### src/rtl/vid_word_framer.sv
module vid_word_framer #(
  parameter int LINE_WORDS = 2200,
  parameter int MARGIN     = 8
) (
  input  logic        clk,
  input  logic        rst_n,
  input  logic        rx_mode,
  input  logic        in_valid,
  input  logic [19:0] in_word,
  output logic        out_valid,
  output logic [9:0]  out_luma,
  output logic [9:0]  out_chroma,
  output logic        line_o,
  output logic        frame_o,
  output logic        hanc_o,
  output logic        aligned_o
);
  localparam int WW      = 20;
  localparam int HW      = WW / 2;
  localparam int DEPTH   = 4;
  localparam int TIMEOUT = LINE_WORDS + MARGIN;
  localparam int TW      = $clog2(TIMEOUT + 1);
  localparam int OW      = $clog2(WW);
  localparam logic [OW-1:0] OFF_LAST = OW'(WW - 1);
  localparam logic [TW-1:0] TMR_LAST = TW'(TIMEOUT - 1);

  typedef enum logic [3:0] {
    R_IDLE, R_T0, R_T1, R_T2, R_T3, R_LN0, R_LN1, R_C0, R_C1, R_BLK, R_ACT
  } role_t;

  logic [WW-1:0]   prev_q;
  logic [WW-1:0]   pipe_q [DEPTH];
  logic [OW-1:0]   off_q;
  logic [TW-1:0]   tmr_q;
  role_t           role_q, role_n;
  logic            eav_q;
  logic [6:0]      ln0_q;
  logic            adv, trs_hit, expired, is_end;
  logic [2*WW-1:0] win;
  logic [WW-1:0]   slice;
  logic [10:0]     lnum;

  function automatic logic pair_is(input logic [WW-1:0] w, input logic [HW-1:0] v);
    return (w[WW-1:HW] == v) && (w[HW-1:0] == v);
  endfunction

  function automatic logic xyz_legal(input logic [WW-1:0] w);
    return (w[WW-1:HW] == w[HW-1:0]) && w[HW-1] && (w[1:0] == 2'b00);
  endfunction

  assign adv     = in_valid && rx_mode;
  assign win     = {in_word, prev_q};
  assign slice   = win[off_q +: WW];
  assign trs_hit = pair_is(pipe_q[DEPTH-1], 10'h3FF) && pair_is(pipe_q[DEPTH-2], 10'h000) &&
                   pair_is(pipe_q[DEPTH-3], 10'h000) && xyz_legal(pipe_q[0]);
  assign is_end  = pipe_q[0][HW+6];
  assign expired = (tmr_q == TMR_LAST) && !trs_hit;
  assign lnum    = {pipe_q[DEPTH-1][HW+5:HW+2], ln0_q};

  always_comb begin
    role_n = role_q;
    if (expired) role_n = R_IDLE;
    else if (trs_hit) role_n = R_T0;
    else begin
      case (role_q)
        R_T0:    role_n = R_T1;
        R_T1:    role_n = R_T2;
        R_T2:    role_n = R_T3;
        R_T3:    role_n = eav_q ? R_LN0 : R_ACT;
        R_LN0:   role_n = R_LN1;
        R_LN1:   role_n = R_C0;
        R_C0:    role_n = R_C1;
        R_C1:    role_n = R_BLK;
        R_BLK:   role_n = R_BLK;
        R_ACT:   role_n = R_ACT;
        default: role_n = R_IDLE;
      endcase
    end
  end

  always_ff @(posedge clk) begin
    if (!rst_n) begin
      prev_q     <= '0;
      for (int i = 0; i < DEPTH; i++) pipe_q[i] <= '0;
      off_q      <= '0;
      tmr_q      <= '0;
      role_q     <= R_IDLE;
      eav_q      <= 1'b0;
      ln0_q      <= '0;
      out_valid  <= 1'b0;
      out_luma   <= '0;
      out_chroma <= '0;
      line_o     <= 1'b0;
      frame_o    <= 1'b0;
      hanc_o     <= 1'b0;
      aligned_o  <= 1'b0;
    end else begin
      out_valid <= adv;
      if (adv) begin
        prev_q    <= in_word;
        pipe_q[0] <= slice;
        for (int i = 1; i < DEPTH; i++) pipe_q[i] <= pipe_q[i-1];
        out_luma   <= pipe_q[DEPTH-1][WW-1:HW];
        out_chroma <= pipe_q[DEPTH-1][HW-1:0];
        role_q     <= role_n;
        line_o     <= (role_n == R_LN1);
        frame_o    <= (role_n == R_LN1) && (lnum == 11'd1);
        hanc_o     <= (role_n == R_BLK);
        if (role_n == R_LN0) ln0_q <= pipe_q[DEPTH-1][HW+8:HW+2];
        if (trs_hit) begin
          eav_q     <= is_end;
          tmr_q     <= '0;
          aligned_o <= 1'b1;
        end else if (expired) begin
          tmr_q     <= '0;
          aligned_o <= 1'b0;
          off_q     <= (off_q == OFF_LAST) ? '0 : off_q + 1'b1;
        end else begin
          tmr_q <= tmr_q + 1'b1;
        end
      end else if (!rx_mode) begin
        line_o  <= 1'b0;
        frame_o <= 1'b0;
        hanc_o  <= 1'b0;
      end
    end
  end

  a_r4_offset_range: assert property (@(posedge clk) disable iff (!rst_n)
    off_q <= OFF_LAST);

  a_r4_slip_unlocks: assert property (@(posedge clk) disable iff (!rst_n)
    !$stable(off_q) |-> !aligned_o);

  a_r5_lock_from_marker: assert property (@(posedge clk) disable iff (!rst_n)
    $rose(aligned_o) |-> $past(trs_hit && adv));

  a_r6_line_one_word: assert property (@(posedge clk) disable iff (!rst_n)
    line_o |=> !(line_o && out_valid));

  a_r9_idle_quiet: assert property (@(posedge clk) disable iff (!rst_n)
    !rx_mode |=> (!out_valid && !line_o && !frame_o && !hanc_o));
endmodule

### config.mk
export PLATFORM = sky130hd
export DESIGN_NAME = vid_word_framer
export DESIGN_NICKNAME = d
export VERILOG_FILES = /design/src/rtl/vid_word_framer.sv
export SDC_FILE = /design/constraint.sdc
export NUM_CORES = 1
export LEC_CHECK = 0
export BUFFER_PORTS_ARGS = -buffer_cell sky130_fd_sc_hd__buf_4
export CAP_MARGIN = 20
export CORE_MARGIN = 2
export CORE_UTILIZATION = 66
export CTS_CLUSTER_SIZE = 10
export DETAILED_ROUTE_END_ITERATION = 7
export PLACE_DENSITY = 0.86
export SLEW_MARGIN = 20
export SYNTH_ARGS = -nofsm -noshare
export SYNTH_HDL_FRONTEND = slang
export SYNTH_SLANG_ARGS = --single-unit
### constraint.sdc
create_clock -name clk -period 4.8 [get_ports clk]
set_input_delay 0.72 -clock clk [delete_from_list [all_inputs] [get_ports clk]]
set_output_delay 0.72 -clock clk [all_outputs]
set_load 0.005 [all_outputs]
==> results.sh <==
export IMPL_fillerInstances=772
export IMPL_dieArea_mm2=0.0132
export IMPL_fmax_mhz=398
export IMPL_synth_simple_area_share_pct=19.7
export IMPL_period_needed_ns=2.52
export IMPL_final_area_mm2=0.00904
export IMPL_power_density_mw_per_mm2=330
export IMPL_post_cts_setup_buffers=0
export IMPL_critical_path_endpoint_type="flop"
export IMPL_drtPass1Iterations=5
export IMPL_syn_area_per_cell_um2=10.6
export IMPL_ctsHtreeMaxLevel=4
export IMPL_diodes=0
export IMPL_die_width_um=115
export IMPL_coreArea_mm2=0.0120
export IMPL_initial_core_util_pct=67.7
export IMPL_grt_pass1_vias=5998
export IMPL_fin_hold_ws_ns=0.457
export IMPL_pin_count=49
export IMPL_fin_crit_sh_pct=52.4
export IMPL_hpwlAfterDp_mm=12.0
export IMPL_wl_met2_mm=9.14
export IMPL_ant_nets=0
export IMPL_drive_above_1_share_pct=19.4
export IMPL_die_y_um=115
export IMPL_synth_seq_area_share_pct=47.7
export IMPL_synth_edff_count=80
export IMPL_startpoint_type="flop"
export IMPL_ys_seq_elements=154
export IMPL_cts_buffers=17
export IMPL_synth_nets=794
export IMPL_synth_xor_area_share_pct=0.969
export IMPL_synth_compound_area_share_pct=8.43
export IMPL_crit_type="reg2reg"
export IMPL_outcome="finished clean"
export IMPL_drc=0
export IMPL_ys_types=52
export IMPL_grt_max_degree=83
export IMPL_setup_viol=0
export IMPL_gp_congestion=0.943
export IMPL_cts_root_buf="clkbuf_16"
export IMPL_viasPerCell=6.51
export IMPL_drt_wirelength_per_cell_um=18.8
export IMPL_synthCells=768
export IMPL_place_area_mm2=0.00843
export IMPL_post_cts_resized=0
export IMPL_max_slew_margin_pct=31.2
export IMPL_top_layer="met4"
export IMPL_synth_area_mm2=0.00813
export IMPL_synthMuxAreaShare_pct=18.8
export IMPL_port_buffers=48
export IMPL_skew_ns=0.0102
export IMPL_wl_met3_um=859
export IMPL_cts_tree="done"
export IMPL_clk_latency_ns=0.44
export IMPL_place_inst=906
export IMPL_synth_ff_type="edfxtp_1"
export IMPL_grt_pass1_wl_mm=29.0
export IMPL_layout_cells_non_filler=939
export IMPL_antenna_found_initial=0
export IMPL_power_w=0.00298
export IMPL_synth_top_family_by_area="simple AND/OR/NAND/NOR gates"
export IMPL_postCtsHoldBufs=0
export IMPL_clkSlewWorstSetupHoldPaths_ns=0.07
export IMPL_synth_adder_area_share_pct=0.308
export IMPL_tns_ns=0
export IMPL_leakagePower_nw=3.43
export IMPL_cts_buffer_depth=2
export IMPL_rsz0062_at_grt="false"
export IMPL_cp_data_arrival_time_ns=2.79
export IMPL_timing_final_hold_violations=0
export IMPL_maxCapViolCount=0
export IMPL_tightestPinTransition_ns=1.03
export IMPL_wirelength_mm=17.7
export IMPL_synth_async_reset_ratio_pct=0
export IMPL_rows=40
export IMPL_ys_warn_count=0
export IMPL_grt_ovfl_total=0
export IMPL_worstPathRequired_ns=5.07
export IMPL_met1_length_mm=6.88
export IMPL_hp_class="reg2reg"
export IMPL_nets=805
export IMPL_maxSlewViolCount=0
export IMPL_area_growth_pct=11.1
export IMPL_vias=6111
export IMPL_grt_total_usage_pct=28.5
export IMPL_clock_sinks=154
export IMPL_drtIter0Drc=639
export IMPL_ir_drop_uv=195
export IMPL_critPathMaxFanout=15
-- state kept, by name, indices dropped and copies added, names as in the netlist --
register,count
ln0_q,7
pipe_q,80
out_chroma,10
eav_q,1
aligned_o,1
hanc_o,1
frame_o,1
out_valid,1
line_o,1
prev_q,20
role_q,4
out_luma,10
off_q,5
tmr_q,12
-- final timing paths --
path	startpoint	to	slack, ns	cells after the start
min reg2reg	out_luma[3]$_SDFFE_PN0P_	out_luma[3]$_SDFFE_PN0P_	0.46	2
max reg2reg	tmr_q[9]$_SDFFE_PN0P_	tmr_q[10]$_SDFFE_PN0P_	2.28	6
max	tmr_q[9]$_SDFFE_PN0P_	tmr_q[10]$_SDFFE_PN0P_	2.28	6
min	out_luma[3]$_SDFFE_PN0P_	out_luma[3]$_SDFFE_PN0P_	0.46	2
-- metal layers --
| metal | up-vias | track usage (%) |
|---|---|---|
| met5 | - | 0 |
| met4 | 0 | 15.8 |
| met3 | 60 | 6.22 |
| met2 | 228 | 48.3 |
| met1 | 2940 | 33.8 |
| li1 | 2883 | - |
-- cell families (layout without fill, tap and decap cells) --
family	count (synthesis)	in the layout
XOR/XNOR	9	9
adder cells (fa/ha/maj)	2	2
buffers and inverters	71	95
flip-flops	154	154
multiplexers	94	94
AND/OR/NAND/NOR	314	314
AO/OA/AOI/OAI	124	124
-- report_power, final --
group | total (W) | leakage, nW | internal, W | switching, W
clock | 0.00130 | 0.279 | 0.000735 | 0.000562
combinational | 0.000205 | 1.70 | 0.0000846 | 0.000121
sequential | 0.00148 | 1.46 | 0.00144 | 0.0000402
total | 0.00298 | 3.43 | 0.00226 | 0.000722
-- layout by cell type, fill, tap and decap left out, types with 7 or more instances in the layout --
cell       count
inv_1          7
edfxtp_1      80
o21ai_0       28
a31oi_1        8
mux2i_1       37
mux4_2        46
dfxtp_1       72
nand4_1        8
nand3_1       28
nand2_1      111
and3_1        62
a21oi_1       69
nor4_1        12
buf_4         53
nor2_1        45
nor3_1         9
mux2_2        11
xnor2_1        9
clkbuf_16     19
-- stage by stage --
| step | setup slack, ns | util (%) |
|---|---|---|
| 2_1_floorplan | 1.56 | - |
| 6_report | 2.28 | 75.2 |
| 5_1_grt | 2.06 | 75.2 |
| 3_5_place_dp | 1.84 | 70.2 |
| 3_3_place_gp | 1.91 | 70.2 |
| 4_1_cts | 2.26 | 75.0 |
-- synth_stat cells, types with 2 or more instances --
cell type | number | area [um^2]
or3_1 | 3 | 18.8
edfxtp_1 | 80 | 2400
nor4b_1 | 4 | 35.0
and4_1 | 3 | 26.3
clkbuf_1 | 39 | 146
o21ai_0 | 28 | 140
o22a_1 | 4 | 35.0
nand4_1 | 8 | 50.1
mux4_2 | 46 | 1040
or2_2 | 2 | 12.5
mux2i_1 | 37 | 370
and2_1 | 7 | 43.8
nand2_1 | 113 | 424
buf_6 | 5 | 56.3
a21oi_1 | 69 | 345
nand3b_1 | 2 | 15.0
ha_1 | 2 | 25.0
a31oi_1 | 8 | 50.1
xnor2_1 | 9 | 78.8
a21boi_0 | 2 | 15.0
nand3_1 | 28 | 140
a211oi_1 | 2 | 15.0
buf_2 | 11 | 55.1
nor4_1 | 12 | 75.1
nor2b_1 | 2 | 12.5
nand4b_1 | 6 | 52.6
and3_1 | 62 | 388
mux2_2 | 11 | 124
nand2b_1 | 2 | 12.5
nor3_1 | 9 | 45.0
nor2_1 | 45 | 169
buf_1 | 4 | 15.0
buf_4 | 3 | 22.5
inv_1 | 7 | 26.3
dfxtp_1 | 74 | 1480
o31a_1 | 2 | 17.5
o21ai_1 | 2 | 10.0
-- final cells by class --
cell class / instances / area (um^2) / share of cell area, %
Multi-Input combinational cell: 543 / 3940 / 43.6
Sequential cell: 154 / 3890 / 43.0
Clock buffer: 20 / 479 / 5.30
Timing Repair Buffer: 54 / 418 / 4.62
Tap cell: 147 / 184 / 2.04
Clock inverter: 12 / 97.6 / 1.08
Inverter: 9 / 33.8 / 0.374
-- worst max-delay path: stages, from the launching register on --
cell and delay (ns):
dfxtp_1 0.36, or4b_4 0.54, nor4_4 0.60, a21oi_1 0.30, buf_4 0.28, a31oi_1 0.18
a21oi_1 0.09
(Power assumes the default switching activity.)
